**src/rtl/gpio_expander_i2c.sv**
```systemverilog
module gpio_expander_i2c #(
  parameter logic [4:0] ADDR_HI = 5'b11100,
  parameter int         PRIME   = 3
) (
  input  logic       clk,
  input  logic       rst_n,
  input  logic       scl_i,
  input  logic       sda_i,
  output logic       sda_oe,
  input  logic [1:0] addr_strap,
  input  logic [7:0] pin_in,
  output logic [7:0] pin_oe,
  output logic [7:0] pin_out,
  output logic       int_low
);
  localparam int PW = $clog2(PRIME + 1);

  typedef enum logic [2:0] {S_IDLE, S_ADDR, S_CMD, S_WR, S_RD} st_t;

  logic [1:0] scl_sy, sda_sy;
  logic       scl_q, sda_q;
  logic [7:0] pin_sy, pin_s;
  logic [PW-1:0] prime;
  st_t        st;
  logic [3:0] cnt;
  logic [7:0] sr, tx;
  logic       ack_ph, rw, mack, int_q;
  logic [1:0] ptr;
  logic [7:0] outp, pol, cfg, snap, rd_val;

  wire scl    = scl_sy[1];
  wire sda    = sda_sy[1];
  wire s_rise = scl & ~scl_q;
  wire s_fall = ~scl & scl_q;
  wire start  = scl & scl_q & sda_q & ~sda;
  wire stop   = scl & scl_q & ~sda_q & sda;
  wire primed = (prime == PW'(PRIME));

  always_comb begin
    case (ptr)
      2'd0:    rd_val = pin_s ^ pol;
      2'd1:    rd_val = outp;
      2'd2:    rd_val = pol;
      default: rd_val = cfg;
    endcase
  end

  always_ff @(posedge clk or negedge rst_n) begin
    if (!rst_n) begin
      scl_sy <= 2'b11; sda_sy <= 2'b11; scl_q <= 1'b1; sda_q <= 1'b1;
      pin_sy <= '0; pin_s <= '0; prime <= '0; int_q <= 1'b0;
    end else begin
      scl_sy <= {scl_sy[0], scl_i};
      sda_sy <= {sda_sy[0], sda_i};
      scl_q  <= scl;
      sda_q  <= sda;
      pin_sy <= pin_in;
      pin_s  <= pin_sy;
      if (!primed) prime <= prime + 1'b1;
      int_q  <= primed && |((pin_s ^ snap) & cfg);
    end
  end

  always_ff @(posedge clk or negedge rst_n) begin
    if (!rst_n) begin
      st <= S_IDLE; cnt <= '0; sr <= '0; tx <= '0;
      ack_ph <= 1'b0; rw <= 1'b0; mack <= 1'b0; ptr <= '0;
      outp <= 8'hFF; pol <= 8'h00; cfg <= 8'hFF; snap <= '0;
    end else begin
      if (!primed) snap <= pin_s;
      if (start) begin
        st <= S_ADDR; cnt <= '0; ack_ph <= 1'b0; mack <= 1'b0;
      end else if (stop) begin
        st <= S_IDLE; ack_ph <= 1'b0;
      end else begin
        case (st)
          S_ADDR, S_CMD, S_WR: begin
            if (s_rise && !ack_ph && cnt < 4'd8) begin
              sr  <= {sr[6:0], sda};
              cnt <= cnt + 4'd1;
            end else if (s_fall && ack_ph) begin
              ack_ph <= 1'b0;
              cnt    <= '0;
              if (st == S_ADDR) begin
                if (rw) begin
                  st <= S_RD; tx <= rd_val; mack <= 1'b0;
                  if (ptr == 2'd0) snap <= pin_s;
                end else st <= S_CMD;
              end else st <= S_WR;
            end else if (s_fall && cnt == 4'd8) begin
              case (st)
                S_ADDR:
                  if (sr[7:1] == {ADDR_HI, addr_strap}) begin
                    ack_ph <= 1'b1; rw <= sr[0];
                  end else st <= S_IDLE;
                S_CMD:
                  if (sr < 8'd4) begin
                    ack_ph <= 1'b1; ptr <= sr[1:0];
                  end else st <= S_IDLE;
                default: begin
                  ack_ph <= 1'b1;
                  case (ptr)
                    2'd1: outp <= sr;
                    2'd2: pol  <= sr;
                    2'd3: cfg  <= sr;
                    default: ;
                  endcase
                end
              endcase
            end
          end
          S_RD: begin
            if (s_fall && cnt < 4'd8) begin
              tx  <= {tx[6:0], 1'b0};
              cnt <= cnt + 4'd1;
            end else if (s_rise && cnt == 4'd8) begin
              if (sda) st <= S_IDLE;
              else     mack <= 1'b1;
            end else if (s_fall && cnt == 4'd8 && mack) begin
              tx <= rd_val; cnt <= '0; mack <= 1'b0;
              if (ptr == 2'd0) snap <= pin_s;
            end
          end
          default: ;
        endcase
      end
    end
  end

  assign sda_oe  = ack_ph | (st == S_RD && cnt < 4'd8 && !tx[7]);
  assign pin_oe  = ~cfg;
  assign pin_out = outp & ~cfg;
  assign int_low = int_q;

  a_r1_idle_no_drive: assert property (@(posedge clk) disable iff (!rst_n)
    (st == S_IDLE) |-> !sda_oe);
  a_r2_ptr_only_by_cmd: assert property (@(posedge clk) disable iff (!rst_n)
    !$stable(ptr) |-> $past(st) == S_CMD);
  a_r10_wr_data_released: assert property (@(posedge clk) disable iff (!rst_n)
    (st == S_WR && !ack_ph) |-> !sda_oe);
  a_r11_regs_only_in_write: assert property (@(posedge clk) disable iff (!rst_n)
    (!$stable(outp) || !$stable(pol) || !$stable(cfg)) |-> $past(st) == S_WR);
  a_r9_int_quiet_on_match: assert property (@(posedge clk) disable iff (!rst_n)
    (primed && ((pin_s ^ snap) & cfg) == 8'h00) |=> !int_low);
  a_r5_input_pins_undriven: assert property (@(posedge clk) disable iff (!rst_n)
    (pin_out & ~pin_oe) == 8'h00);
endmodule

```
**config.mk**
```make
export PLATFORM = sky130hd
export DESIGN_NAME = gpio_expander_i2c
export DESIGN_NICKNAME = d
export VERILOG_FILES = /design/src/rtl/gpio_expander_i2c.sv
export SDC_FILE = /design/constraint.sdc
export NUM_CORES = 1
export LEC_CHECK = 0
export BUFFER_PORTS_ARGS = -buffer_cell sky130_fd_sc_hd__buf_2
export CAP_MARGIN = 20
export CORE_MARGIN = 10
export CORE_UTILIZATION = 45
export CTS_CLUSTER_DIAMETER = 100
export DETAILED_ROUTE_END_ITERATION = 12
export MAX_ROUTING_LAYER = met4
export PLACE_DENSITY = 0.62
export SYNTH_ARGS = -nofsm -noshare
export SYNTH_HDL_FRONTEND = slang
export SYNTH_SLANG_ARGS = --single-unit
```
**constraint.sdc**
```tcl
create_clock -name clk -period 2.3 [get_ports clk]
set_input_delay 0.23 -clock clk [delete_from_list [all_inputs] [get_ports clk]]
set_output_delay 0.23 -clock clk [all_outputs]
set_load 0.02 [all_outputs]
```
=== Yosys cells after proc, flatten, opt, wreduce, memory -nomap -nowiden ===
Index checks and enable logic that the tools add are counted.

* Bits of input ports: 14
* Bits in registers: 85
* Output and inout port bits: 18
* Logic and storage cells: 179

* Magnitude comparators: 2
* Reduce and logical (&&, ||, !) cells: 32
* Equal/unequal tests: 38
* $add $sub $neg: 2
* Multiplexer cells: 63
* Bitwise gates (word level): 22

{| class="wikitable"
|+ Operator list
! kind !! number
|-
| two-way mux 8 bit || 18
|-
| AND reduction 8 bit || 5
|-
| two-way mux 3 bit || 12
|-
| != test 4 bit, second input constant || 9
|-
| case mux 8 bit (2 select lines) || 2
|-
| two-way mux 4 bit || 7
|-
| AND reduction 9 bit || 3
|-
| != test 3 bit, second input constant || 8
|-
| case mux 8 bit (3 select lines) || 1
|-
| two-way mux 1 bit || 18
|-
| != test 6 bit, second input constant || 3
|-
| AND 8 bit || 2
|-
| bitwise XOR 8 bit || 2
|-
| case mux 3 bit (2 select lines) || 2
|-
| logical AND 1 bit || 10
|-
| != test 2 bit, second input constant || 5
|-
| != test 5 bit, second input constant || 2
|-
| AND reduction 5 bit || 2
|-
| inverter 1 bit || 9
|-
| < comparator 8 x 3 -> 1 bit, second input constant || 1
|-
| inverter 8 bit || 1
|-
| case mux 4 bit (2 select lines) || 1
|-
| nonzero test 4 bit || 2
|-
| OR reduction 8 bit || 1
|-
| 21 further kinds || 33
|}

=== Logic depth before layout (Yosys ltp) ===
Gate-level depths: netlist (run 1).

* Word-level depth: 10
* Gate-level depth with buffers: 9

=== Worst setup path after synthesis (run 1) ===
OpenSTA, ideal clock, no wires.

* Path kind: reg2reg
* From: register st[0]
* To: register st[0]
* Clock period less this slack: 2015 ps
* Required time: 2172 ps
* Slack: 285 ps
* Setup time: 128 ps
* Arrival: 1887 ps
* Stages on the path, launching flop included: 8
* Cells stage by stage: dfrtp_1 buf_6 or3b_1 buf_6 nor4b_4 a21oi_1 nor3_2 mux2_1

* Word-level cells in the longest chain between the ends: 8
* Elaborated cells on any way between the ends: 23
* Classes of those cells: eq/ne: 12; mux: 8; reduce/logical: 3

{| class="wikitable"
|+ Ends and longest elaborated chain
! element !! line !! RTL
|-
| from (decl) || 24 || <nowiki>st_t st;</nowiki>
|-
| from (signal assigned) || 66 || <nowiki>st <= S_IDLE; cnt <= '0; sr <= '0; tx <= '0;</nowiki>
|-
| from (signal assigned) || 72 || <nowiki>st <= S_ADDR; cnt <= '0; ack_ph <= 1'b0; mack <= 1'b0;</nowiki>
|-
| from (signal assigned) || 74 || <nowiki>st <= S_IDLE; ack_ph <= 1'b0;</nowiki>
|-
| == test 3 x 2 -> 1 bit / == test 3 x 1 -> 1 bit (equally long branches) || 76, 91, 84 ||
|-
| case mux 3 bit (2 select lines) || 91 || <nowiki>case (st)</nowiki>
|-
| two-way mux 3 bit || 90 || <nowiki>end else if (s_fall && cnt == 4'd8) begin</nowiki>
|-
| two-way mux 3 bit || 81 || <nowiki>end else if (s_fall && ack_ph) begin</nowiki>
|-
| two-way mux 3 bit || 78 || <nowiki>if (s_rise && !ack_ph && cnt < 4'd8) begin</nowiki>
|-
| case mux 3 bit (2 select lines) || 76 || <nowiki>case (st)</nowiki>
|-
| two-way mux 3 bit || 73 || <nowiki>end else if (stop) begin</nowiki>
|-
| two-way mux 3 bit || 71 || <nowiki>if (start) begin</nowiki>
|}

Several ways; a longest one is shown, not always the timed one. The select of a mux whose other input is x is not followed.
A chain may end at the register's enable or synchronous reset.

=== Worst setup path after layout (run 1) ===
* From: register cnt[0]
* To: register ptr[1]

* Word-level cells in the longest chain between the ends: 4
* Elaborated cells on any way between the ends: 6
* Classes of those cells: order compare: 1; eq/ne: 1; bitwise: 1; reduce/logical: 3

{| class="wikitable"
|+ Ends and longest elaborated chain
! element !! line !! RTL
|-
| from (decl) || 25 || <nowiki>logic [3:0] cnt;</nowiki>
|-
| from (signal assigned) || 80 || <nowiki>cnt <= cnt + 4'd1;</nowiki>
|-
| from (signal assigned) || 115 || <nowiki>cnt <= cnt + 4'd1;</nowiki>
|-
| < comparator 4 bit || 78 ||
|-
| logical AND 1 bit || 78 ||
|-
| inverter 1 bit (no source line) || - ||
|-
| AND reduction 8 bit (no source line) (*) || - ||
|-
| to (signal assigned) || 67 || <nowiki>ack_ph <= 1'b0; rw <= 1'b0; mack <= 1'b0; ptr <= '0;</nowiki>
|-
| to (signal assigned) || 98 || <nowiki>ack_ph <= 1'b1; ptr <= sr[1:0];</nowiki>
|-
| to (decl) || 28 || <nowiki>logic [1:0] ptr;</nowiki>
|}

Mark *: on every way between the ends. The rest lies on a longest branch, timed or not.

==> results by group, run 1 <==
Yosys
  • Area share of the largest cell type after synthesis: between 30% and 40%
  • Syn Nets: around 360
  • Syn Inst Count: 337
  • Most numerous cell in the Yosys netlist: dfrtp_1
  • Ys Warns: 0
  • Fraction of registers with async set or reset after synthesis: between 90% and 100%
  • Top FF cell, synth: dfrtp_1
  • Area contributors post-synth: dfrtp_1 39%, dfstp_2 14%, mux2_2 14%
  • Distinct cell type count after synthesis: 51
  • Sequential share of the synthesized area: a little over half
  • Synth cell count leaders: 63 x dfrtp_1, 51 x mux2_2, 25 x nand2_1, 22 x dfstp_2, 22 x o21ai_0
  • Flops & latches, synth: 85
  • Synthesized area: 4030 µm²
  • Avg Inst Size Synth: about 12 µm²
  • Area leader, netlist: dfrtp_1
  • Number of synthesized flops with an enable pin: 0

Timing
  • F_max: roughly 460 MHz
  • Final Max Tran Viols: 0
  • Final clock skew: 0.00911 ns
  • Final critical-path share of the clock period: a little over nine tenths
  • RSZ-0062 raised after global routing: false
  • Max_slew headroom: 62.4%
  • Fin. Hold Viols: 0
  • Crit path time final: approximately 2.2 ns
  • Fin Setup TNS: 0 ns
  • Endpoints failing setup: 0
  • Slew @ Worst Pin: 0.564 ns

Worst setup path
  • Critical Path RT: 2.54 ns
  • Worst setup SP type: flip-flop
  • Critical path capture point type: flip-flop
  • CP max stage delay: ~0.43 ns
  • Top Family by Delay on Critical Path: simple AND/OR/NAND/NOR gates
  • Critical Path, Cell by Cell: inv_1 > ha_1 > nand3b_1 > or3_1 > nor4b_2 > mux2_2
  • Critical path peak fanout: 5
  • Arrival @ worst endpoint: roughly 2.4 ns
  • Critical-path top delay cell: or3_1
  • Crit path kind: reg2reg
  • Worst path buffer plus inverter count: 1

Detailed routing
  • Detail Route Antenna Nets: 0
  • Vias: 2683
  • Post-DR wirelength/cell: around 17 µm
  • Top routing layer used: met4
  • Drt drc: 0
  • Detailed Routing Iterations Pass 1: 4
  • Vias per cell: around 5.3
  • WL met3: between 200 and 250 µm
  • Starting DRT DRC Count: 125
  • Final wirelength: 8330 µm
  • Metal2 WL: ~3800 µm
  • M1 wire length: 4190 µm

Clocking
  • Htree depth: 3
  • Maximum buffer depth of the clock tree: 2
  • Latest clock arrival within the worst-skew pair: between 0.3 and 0.4 ns
  • Worst-path clk slew: 0.08 ns
  • CTS tree: built
  • TritonCTS buffer count: 9
  • CTS root buffer: clkbuf_8
  • Clk sinks: between 80 and 90

Placement
  • Final HPWL DP: 6180 µm
  • DP Area: between 4000 and 5000 µm²
  • Routability cong.: about 0.84
  • Port buffer count: 31

GRT
  • First-pass GRT wire length: around 14000 µm
  • Pin count of the biggest net entering global routing: 37
  • Vias in the first global route: ~2800
  • Gr usage total: between 10 and 15%
  • Grt ovf: 0
  • Initial antenna violation count: 0

Finish
  • ANT cells: 0
  • Storage cell area: about 2200 µm²
  • Layout Cell Area excl Fill: 4680 µm²
  • Final core occ: between 50% and 60%
  • Area of the multi-input gates: approximately 1800 µm²
  • Area delta synth->final: 16.1%
  • Filler instances: 773
  • Share of cells above drive strength 1: about 37%
  • Fin nets: 410

Floorplan
  • I/O Pins: 32
  • Die area: between 10000 and 15000 µm²
  • Core Area: 8720 µm²
  • Initial core utilization: a little under half
  • Overall die height: between 100 and 150 µm
  • Die width: 115 µm
  • Rows: 34

Power
  • Total power: 0.00343 W
  • Worst vdd ir: roughly 0.42 mV
  • Pwr dens: 733 nW/µm²
  • Leakage: just over 2 nW

Outcome
  • Status: complete, no violations

Hold path
  • HP Class: in2async

Job
  • Max-Cap Viols: 0
[stage by stage]
step	hold slack, ns	worst slack [ns]	cells
floorplan	-0.0656	0.285	337
global placement	0.194	0.197	477
detailed placement	0.201	0.147	477
CTS	0.348	0.128	503
global route	0.360	0.0109	504
finish	0.348	0.140	504
[registers in the layout (all words and copies together), names as in the netlist, 2 cells and up]
register and cells:
st 3, ptr 2, prime 2, tx 8, snap 8, pin_sy 8, pol 8, sr 8
outp 8, cnt 4, scl_sy 2, pin_s 8, sda_sy 2, cfg 8
[layout make-up]
| cell class | count | share of cell area [%] |
|---|---|---|
| clock buffer | 9 | 2.65 |
| inverter | 14 | 1.12 |
| timing repair buffer | 56 | 8.23 |
| sequential | 85 | 46.0 |
| multi-input combinational | 226 | 37.6 |
| tap | 108 | 2.89 |
| clock inverter | 6 | 1.52 |
[placed cells by master (no fill, tap or decap), drive strengths merged, types with 2 or more instances in the layout]
master / instances
dfrtp: 63
mux2: 52
buf: 45
o21ai: 27
nand2: 25
dfstp: 22
xnor2: 20
nor2b: 17
inv: 17
dlygate4sd3: 11
nor2: 10
a21oi: 9
clkbuf: 9
nor3: 7
o211ai: 7
o22ai: 5
ha: 4
nand2b: 3
nand3b: 3
nand4b: 3
nor3b: 3
nor4b: 3
nor4: 2
nand4: 2
a211oi: 2
a32o: 2
a41oi: 2
nand3: 2
or3: 2
[layer usage]
metal  vias to the layer above  track usage [%]
met5                         -                -
li1                       1308                -
met1                      1324             19.1
met4                         0             5.01
met3                        13             2.67
met2                        38             20.2
[path summary, 6_finish.rpt]
check,startpoint,end,slack [ns],cells after the start
setup reg to reg,cnt[0]$_DFFE_PN0P_,ptr[1]$_DFFE_PN0P_,0.14,6
max in group asynchronous,rst_n,snap[5]$_DFF_PN0_,1.35,3
setup / recovery,cnt[0]$_DFFE_PN0P_,ptr[1]$_DFFE_PN0P_,0.14,6
hold reg to reg,pin_sy[4]$_DFF_PN0_,pin_s[4]$_DFF_PN0_,0.35,0
min in group clk,pin_sy[4]$_DFF_PN0_,pin_s[4]$_DFF_PN0_,0.35,0
hold / removal,rst_n,pin_sy[1]$_DFF_PN0_,0.35,2
[worst register-to-register path: stages (launching register included)]
cell,delay (ns)
dfrtp_1,0.40
inv_1,0.10
ha_1,0.18
nand3b_1,0.21
or3_1,0.43
nor4b_2,0.35
mux2_2,0.38
[repair_timing]
action | in CTS | in global routing
resized for setup | 0 | 2
hold buffers | 11 | 0
setup buffers | 0 | 1
endpoints found under the hold margin | 30 | 0
endpoints found under the setup margin | 0 | 11
[power breakdown]
group          switching [W]  internal (W)
logic               0.000313      0.000282
registers           0.000167       0.00162
clock network       0.000541      0.000509
total                0.00102       0.00241
[cells by family (layout without fill, tap and decap cells)]
kind of cell	Yosys count	count (layout)	synth area share [%]
AO/OA/AOI/OAI	63	63	10.4
XOR/XNOR	20	20	4.34
adder cells (fa/ha/maj)	4	4	1.24
buffers and inverters	26	85	3.20
flip-flops	85	85	53.4
multiplexers	52	52	14.5
AND/OR/NAND/NOR	87	87	12.9
Note: power is estimated with default switching activity, not from simulation.
==> run 2, diff against run 1 <==
--- a/config.mk
+++ b/config.mk
@@ -9,6 +9,7 @@
 export CAP_MARGIN = 20
 export CORE_MARGIN = 10
 export CORE_UTILIZATION = 45
+export CTS_BUF_LIST = sky130_fd_sc_hd__clkbuf_4
 export CTS_CLUSTER_DIAMETER = 100
 export DETAILED_ROUTE_END_ITERATION = 12
 export MAX_ROUTING_LAYER = met4
==> run 2 against run 1 <==
  * First-iteration DRC count increased by 51%
  * Critical path depth unchanged
  * Clock-buffer cell count unchanged
  * Worst setup slack got worse by 0.0094 ns
  * Power decreased by 5.3%
  * Global-route usage about the same
  * Critical path type unchanged
  * Largest cell class unchanged
==> results by group, run 2 (synthesis gave the netlist of run 1 again) <==
Outcome
  • Status: complete, no violations

Timing
  • Endpoints failing setup: 0 (unchanged)
  • RSZ-0062 raised after global routing: false
  • Slew @ Worst Pin: 0.560 ns (-0.00367 ns)
  • Final critical-path share of the clock period: 94.3% (+0.41 points)
  • Fin. Hold Viols: 0 (unchanged)
  • Final Max Tran Viols: 0 (unchanged)
  • Crit path time final: 2.17 ns (+0.00942 ns)
  • Post-route setup slack: 0.131 ns (-0.00942 ns)
  • F_max: 461 MHz (-0.43%)
  • Fin Setup TNS: 0 ns (unchanged)
  • Max_slew headroom: 62.6% (+0.24 points)
  • Final clock skew: 0.0182 ns (+0.00906 ns)

Finish
  • Share of cells above drive strength 1: 37.4% (unchanged)
  • Fin nets: 410 (unchanged)
  • ANT cells: 0 (unchanged)
  • Commonest non-fill, non-tap cell in the layout: dfrtp_1
  • Most frequent cells in the layout: 63 x dfrtp_1, 51 x mux2_2, 30 x buf_2, 25 x nand2_1
  • Area delta synth->final: 14.7%

Detailed routing
  • Detail Route Antenna Nets: 0 (unchanged)
  • Post-DR wirelength/cell: 16.7 µm (+1.1%)
  • Vias per cell: 5.34 (+0.26%)
  • Final wirelength: 8420 µm (+1.1%)
  • Drt drc: 0 (unchanged)
  • Detailed Routing Iterations Pass 1: 4 (unchanged)
  • Starting DRT DRC Count: 189 (+51%)
  • Vias: 2690 (+0.26%)

Placement
  • Port buffer count: 31 (unchanged)
  • Final HPWL DP: 6180 µm (unchanged)
  • Routability cong.: 0.836 (unchanged)
  • Setup slack after placement: 0.147 ns (unchanged)

Power
  • Leakage: 1.99 nW (-1.2%)
  • Total power: 0.00325 W (-5.3%)
  • Worst vdd ir: 0.413 mV (-2.4%)
  • Pwr dens: 703 nW/µm² (-4.2%)

Floorplan
  • Core Area: 8720 µm² (unchanged)
  • Initial core utilization: 46.2% (unchanged)
  • Rows: 34 (unchanged)
  • I/O Pins: 32 (unchanged)
  • Die area: 13100 µm² (unchanged)
  • Overall die height: 115 µm (unchanged)
  • Die width: 115 µm (unchanged)

Worst setup path
  • Crit path from: cnt[0]$_DFFE_PN0P_
  • Reg2reg start: cnt[0]$_DFFE_PN0P_
  • Worst setup SP type: flip-flop
  • Arrival @ worst endpoint: 2.50 ns (+0.10 ns)
  • Critical path peak fanout: 5 (unchanged)
  • Critical path capture point type: flip-flop
  • Critical Path RT: 2.63 ns (+0.09 ns)
  • Crit path kind: reg2reg

GRT
  • Gr usage total: 14.0% (+0.023 points)
  • First-pass GRT wire length: 14300 µm (about the same)
  • Pin count of the biggest net entering global routing: 37 (unchanged)
  • Initial antenna violation count: 0 (unchanged)
  • Routing usage on met3: 2.67% (unchanged)
  • Vias in the first global route: 2848 (+0.42%)
  • Grt met1 use: 19.0% (-0.097 points)
  • Grt ovf: 0 (unchanged)
  • Most used routing layer: met2
  • Grt met2 use: 20.3% (+0.076 points)

Hold path
  • HP Class: in2async

Clocking
  • Worst-path clk slew: 0.14 ns (+0.06 ns)
  • Clk sinks: 85 (unchanged)
  • Latest clock arrival within the worst-skew pair: 0.44 ns (+0.08 ns)
  • TritonCTS buffer count: 9 (unchanged)
  • Htree depth: 3 (unchanged)
  • CTS root buffer: clkbuf_4
  • Maximum buffer depth of the clock tree: 2 (unchanged)
  • CTS tree: built

Job
  • Max-Cap Viols: 0 (unchanged)
==> run 2: changes by cell type in the layout (fill, tap and decap cells not counted) <==
cell,change
clkbuf_4,+9
clkbuf_8,-9
==> run 2: final timing paths <==
kind	cells past startpoint	to	slack [ns]
max	6	ptr[1]$_DFFE_PN0P_	0.13
min	2	pin_sy[1]$_DFF_PN0_	0.26
max reg2reg	6	ptr[1]$_DFFE_PN0P_	0.13
min reg2reg	0	scl_sy[1]$_DFF_PN1_	0.36
max in group asynchronous	3	scl_q$_DFF_PN1_	1.43
min in group clk	6	rw$_DFFE_PN0P_	0.30
==> run 2: cell type report <==
class,count,area [µm²]
clock buffer,9,67.6
clock inverter,6,71.3
fill,789,4100
inverter,14,52.6
multi-input combinational,226,1760
sequential,85,2150
tap,108,135
timing repair buffer,56,385
==> run 2: worst max-delay path, stage by stage (launching register included) <==
cell and delay, ns:
dfrtp_1 0.42, inv_1 0.10, ha_1 0.18, nand3b_1 0.21
or3_1 0.43, nor4b_2 0.36, mux2_2 0.38
==> run 2: power by group <==
group          internal (W)  switching [W]  total, W
logic              0.000282       0.000317  0.000599
registers           0.00162       0.000166   0.00179
clock network      0.000339       0.000524  0.000863
total               0.00224        0.00101   0.00325
==> run 2: per-stage QoR <==
step / util, % / hold slack [ns] / cell area (µm²) / cells
final: 53.0 / 0.256 / 4620 / 504
after global routing: 53.0 / 0.272 / 4620 / 504
after CTS: 52.8 / 0.246 / 4610 / 503
after detailed placement: 50.0 / 0.201 / 4360 / 477
after global placement: 50.0 / 0.194 / 4360 / 477
after floorplan: - / -0.0656 / 4030 / 337
==> run 2: timing repair <==
action                     CTS  global route
hold buffers                11             0
buffers inserted             0             1
resized for setup            0             2
setup endpoints to repair    0            12
hold endpoints to repair    30             0
==> run 2: per-layer routing <==
| layer | up-vias | routed length, µm |
|---|---|---|
| met5 | - | 0 |
| met4 | 0 | 107 |
| met3 | 10 | 256 |
| met2 | 45 | 3800 |
| met1 | 1322 | 4250 |
| li1 | 1313 | - |
==> run 3, diff against run 2 <==
--- a/config.mk
+++ b/config.mk
@@ -12,7 +12,6 @@
 export CTS_BUF_LIST = sky130_fd_sc_hd__clkbuf_4
 export CTS_CLUSTER_DIAMETER = 100
 export DETAILED_ROUTE_END_ITERATION = 12
-export MAX_ROUTING_LAYER = met4
 export PLACE_DENSITY = 0.62
 export SYNTH_ARGS = -nofsm -noshare
 export SYNTH_HDL_FRONTEND = slang
==> run 3 against run 2 <==
  * Sequential share of layout area decreased by 0.075 points
  * Clock skew increased by 0.0036 ns
  * Clock power up 13%
  * Critical path depth unchanged
  * Cell count is 0.40% lower
  * Global-route usage fell by 0.38 points
  * Power up 3.1%
  * Die area did not move
  * Largest cell class unchanged
==> results by group, run 3 (synthesis gave the netlist of run 1 again) <==
Clocking
  • Maximum buffer depth of the clock tree: 2 (unchanged)
  • Worst-path clk slew: 0.14 ns (about the same)
  • CTS tree: built
  • Number of setup buffers added after CTS: 0 (unchanged)
  • TritonCTS buffer count: 9 (unchanged)
  • CTS root buffer: clkbuf_4
  • Clk sinks: 85 (unchanged)
  • Htree depth: 3 (unchanged)
  • Latest clock arrival within the worst-skew pair: 0.43 ns (about the same)

Placement
  • DP Area: 4350 µm² (-0.17%)
  • Final HPWL DP: 5950 µm (-3.7%)
  • Routability cong.: 0.837 (+0.14%)
  • Port buffer count: 31 (unchanged)

Timing
  • Final Max Tran Viols: 0 (unchanged)
  • Endpoints failing setup: 0 (unchanged)
  • Final critical-path share of the clock period: 94.8% (+0.50 points)
  • Final clock skew: 0.0218 ns (+0.00364 ns)
  • F_max: 459 MHz (-0.53%)
  • Fin. Hold Viols: 0 (unchanged)
  • Slew @ Worst Pin: 0.571 ns (+0.0110 ns)
  • Fin Setup TNS: 0 ns (unchanged)
  • Crit path time final: 2.18 ns (+0.0115 ns)
  • Max_slew headroom: 61.9% (-0.73 points)
  • RSZ-0062 raised after global routing: false

Floorplan
  • Rows: 34 (unchanged)
  • Overall die height: 115 µm (unchanged)
  • Die area: 13100 µm² (unchanged)
  • I/O Pins: 32 (unchanged)
  • Die width: 115 µm (unchanged)
  • Core Area: 8720 µm² (unchanged)
  • Initial core utilization: 46.2% (unchanged)

Worst setup path
  • Critical Path RT: 2.62 ns (about the same)
  • Critical-path top delay cell: or3_1
  • Critical path peak fanout: 5 (unchanged)
  • Critical path capture point type: flip-flop
  • Arrival @ worst endpoint: 2.51 ns (about the same)
  • Worst setup SP type: flip-flop
  • Crit path kind: reg2reg
  • Critical Path, Cell by Cell: inv_1 > ha_1 > nand3b_1 > or3_1 > nor4b_2 > mux2_2
  • CP max stage delay: 0.43 ns (about the same)

Finish
  • Filler instances: 763 (-3.3%)
  • Fin nets: 408 (-0.49%)
  • Most frequent cells in the layout: 63 x dfrtp_1, 51 x mux2_2, 30 x buf_2, 25 x nand2_1
  • Share of cells above drive strength 1: 37.1% (-0.32 points)
  • Area delta synth->final: 14.9%
  • ANT cells: 0 (unchanged)
  • Layout Cell Area excl Fill: 4630 µm² (+0.16%)
  • Final core occ: 53.1% (+0.086 points)
  • Commonest non-fill, non-tap cell in the layout: dfrtp_1

GRT
  • Pin count of the biggest net entering global routing: 47 (+27%)
  • Grt met1 use: 18.3% (-0.70 points)
  • First-pass GRT wire length: 14400 µm (+0.19%)
  • Grt met2 use: 21.1% (+0.87 points)
  • Grt ovf: 0 (unchanged)
  • Initial antenna violation count: 0 (unchanged)
  • Routing usage on met3: 2.94% (+0.26 points)
  • Vias in the first global route: 2861 (+0.46%)
  • Most used routing layer: met2
  • Gr usage total: 13.6% (-0.38 points)

Power
  • Internal Dissipation: 0.00235 W (+4.8%)
  • Clock share of power: 29.1% (+2.5 points)
  • Pwr dens: 724 nW/µm² (+3.0%)
  • Switching part of the total: 29.9% (-1.1 points)
  • Sequential Power Share: 53.3% (-1.7 points)
  • Leakage: 1.99 nW (about the same)
  • Combinational share of power: 17.6% (-0.8 points)
  • Worst vdd ir: 0.336 mV (-19%)
  • Sw Pwr: 0.00100 W (-0.51%)

Detailed routing
  • Detailed Routing Iterations Pass 1: 4 (unchanged)
  • Detail Route Antenna Nets: 0 (unchanged)
  • Vias per cell: 5.35 (+0.32%)
  • Vias: 2688 (-0.074%)
  • Post-DR wirelength/cell: 16.5 µm (-0.91%)
  • Drt drc: 0 (unchanged)
  • Starting DRT DRC Count: 144 (-24%)
  • Final wirelength: 8310 µm (-1.3%)

Outcome
  • Status: complete, no violations

Job
  • Max-Cap Viols: 0 (unchanged)

Hold path
  • HP Class: in2async
run 3: timing repair:
| item | CTS | global route |
|---|---|---|
| hold buffers | 11 | 0 |
| endpoints found under the hold margin | 37 | 0 |
| setup endpoints to repair | 0 | 8 |
| resized for setup | 0 | 2 |
run 3: cell type report:
cell class | instances | area, µm² | share of cell area, %
sequential | 85 | 2150 | 46.5
tap | 108 | 135 | 2.92
multi-input combinational | 226 | 1760 | 38.0
inverter | 14 | 52.6 | 1.13
clock buffer | 9 | 67.6 | 1.46
timing repair buffer | 54 | 370 | 8.00
clock inverter | 6 | 93.8 | 2.03
run 3: metal layers:
metal  routed length [µm]  vias to the layer above
li1                     -                     1301
met2                 3800                       40
met4                  111                        0
met3                  299                       11
met5                    0                        -
met1                 4100                     1336
run 3: final timing paths:
check	end	slack, ns	startpoint	depth (start not counted)
min in group clk	rw$_DFFE_PN0P_	0.31	addr_strap[0]	6
max	ptr[1]$_DFFE_PN0P_	0.12	cnt[0]$_DFFE_PN0P_	6
max in group asynchronous	outp[4]$_DFFE_PN1P_	1.30	rst_n	3
min	pin_sy[1]$_DFF_PN0_	0.30	rst_n	2
min reg2reg	sda_sy[1]$_DFF_PN1_	0.36	sda_sy[0]$_DFF_PN1_	0
max reg2reg	ptr[1]$_DFFE_PN0P_	0.12	cnt[0]$_DFFE_PN0P_	6
run 3: power by group through the flow:
stage / Sequential (W) / Combinational (W) / Clock, W
2_1_floorplan: 0.00177 / 0.000396 / 0
3_3_place_gp: 0.00181 / 0.000566 / 0
3_5_place_dp: 0.00181 / 0.000573 / 0
4_1_cts: 0.00178 / 0.000589 / 0.00101
5_1_grt: 0.00182 / 0.000661 / 0.00106
6_report: 0.00178 / 0.000591 / 0.000976
run 3: per-stage QoR:
stage / hold WS (ns) / std cells / power (W) / worst slack (ns)
floorplan: -0.0656 / 337 / 0.00216 / 0.285
global placement: 0.237 / 476 / 0.00237 / 0.196
detailed placement: 0.237 / 476 / 0.00238 / 0.137
CTS: 0.284 / 502 / 0.00338 / 0.124
global route: 0.308 / 502 / 0.00353 / 0.000615
finish: 0.297 / 502 / 0.00335 / 0.119
run 3: worst max-delay path: cells and delay by family (launching register included):
| family | cells | cell delay (ns) |
|---|---|---|
| flops | 1 | 0.42 |
| simple gates | 3 | 1.00 |
| fa+ha+maj | 1 | 0.18 |
| buf+inv | 1 | 0.10 |
| mux | 1 | 0.38 |
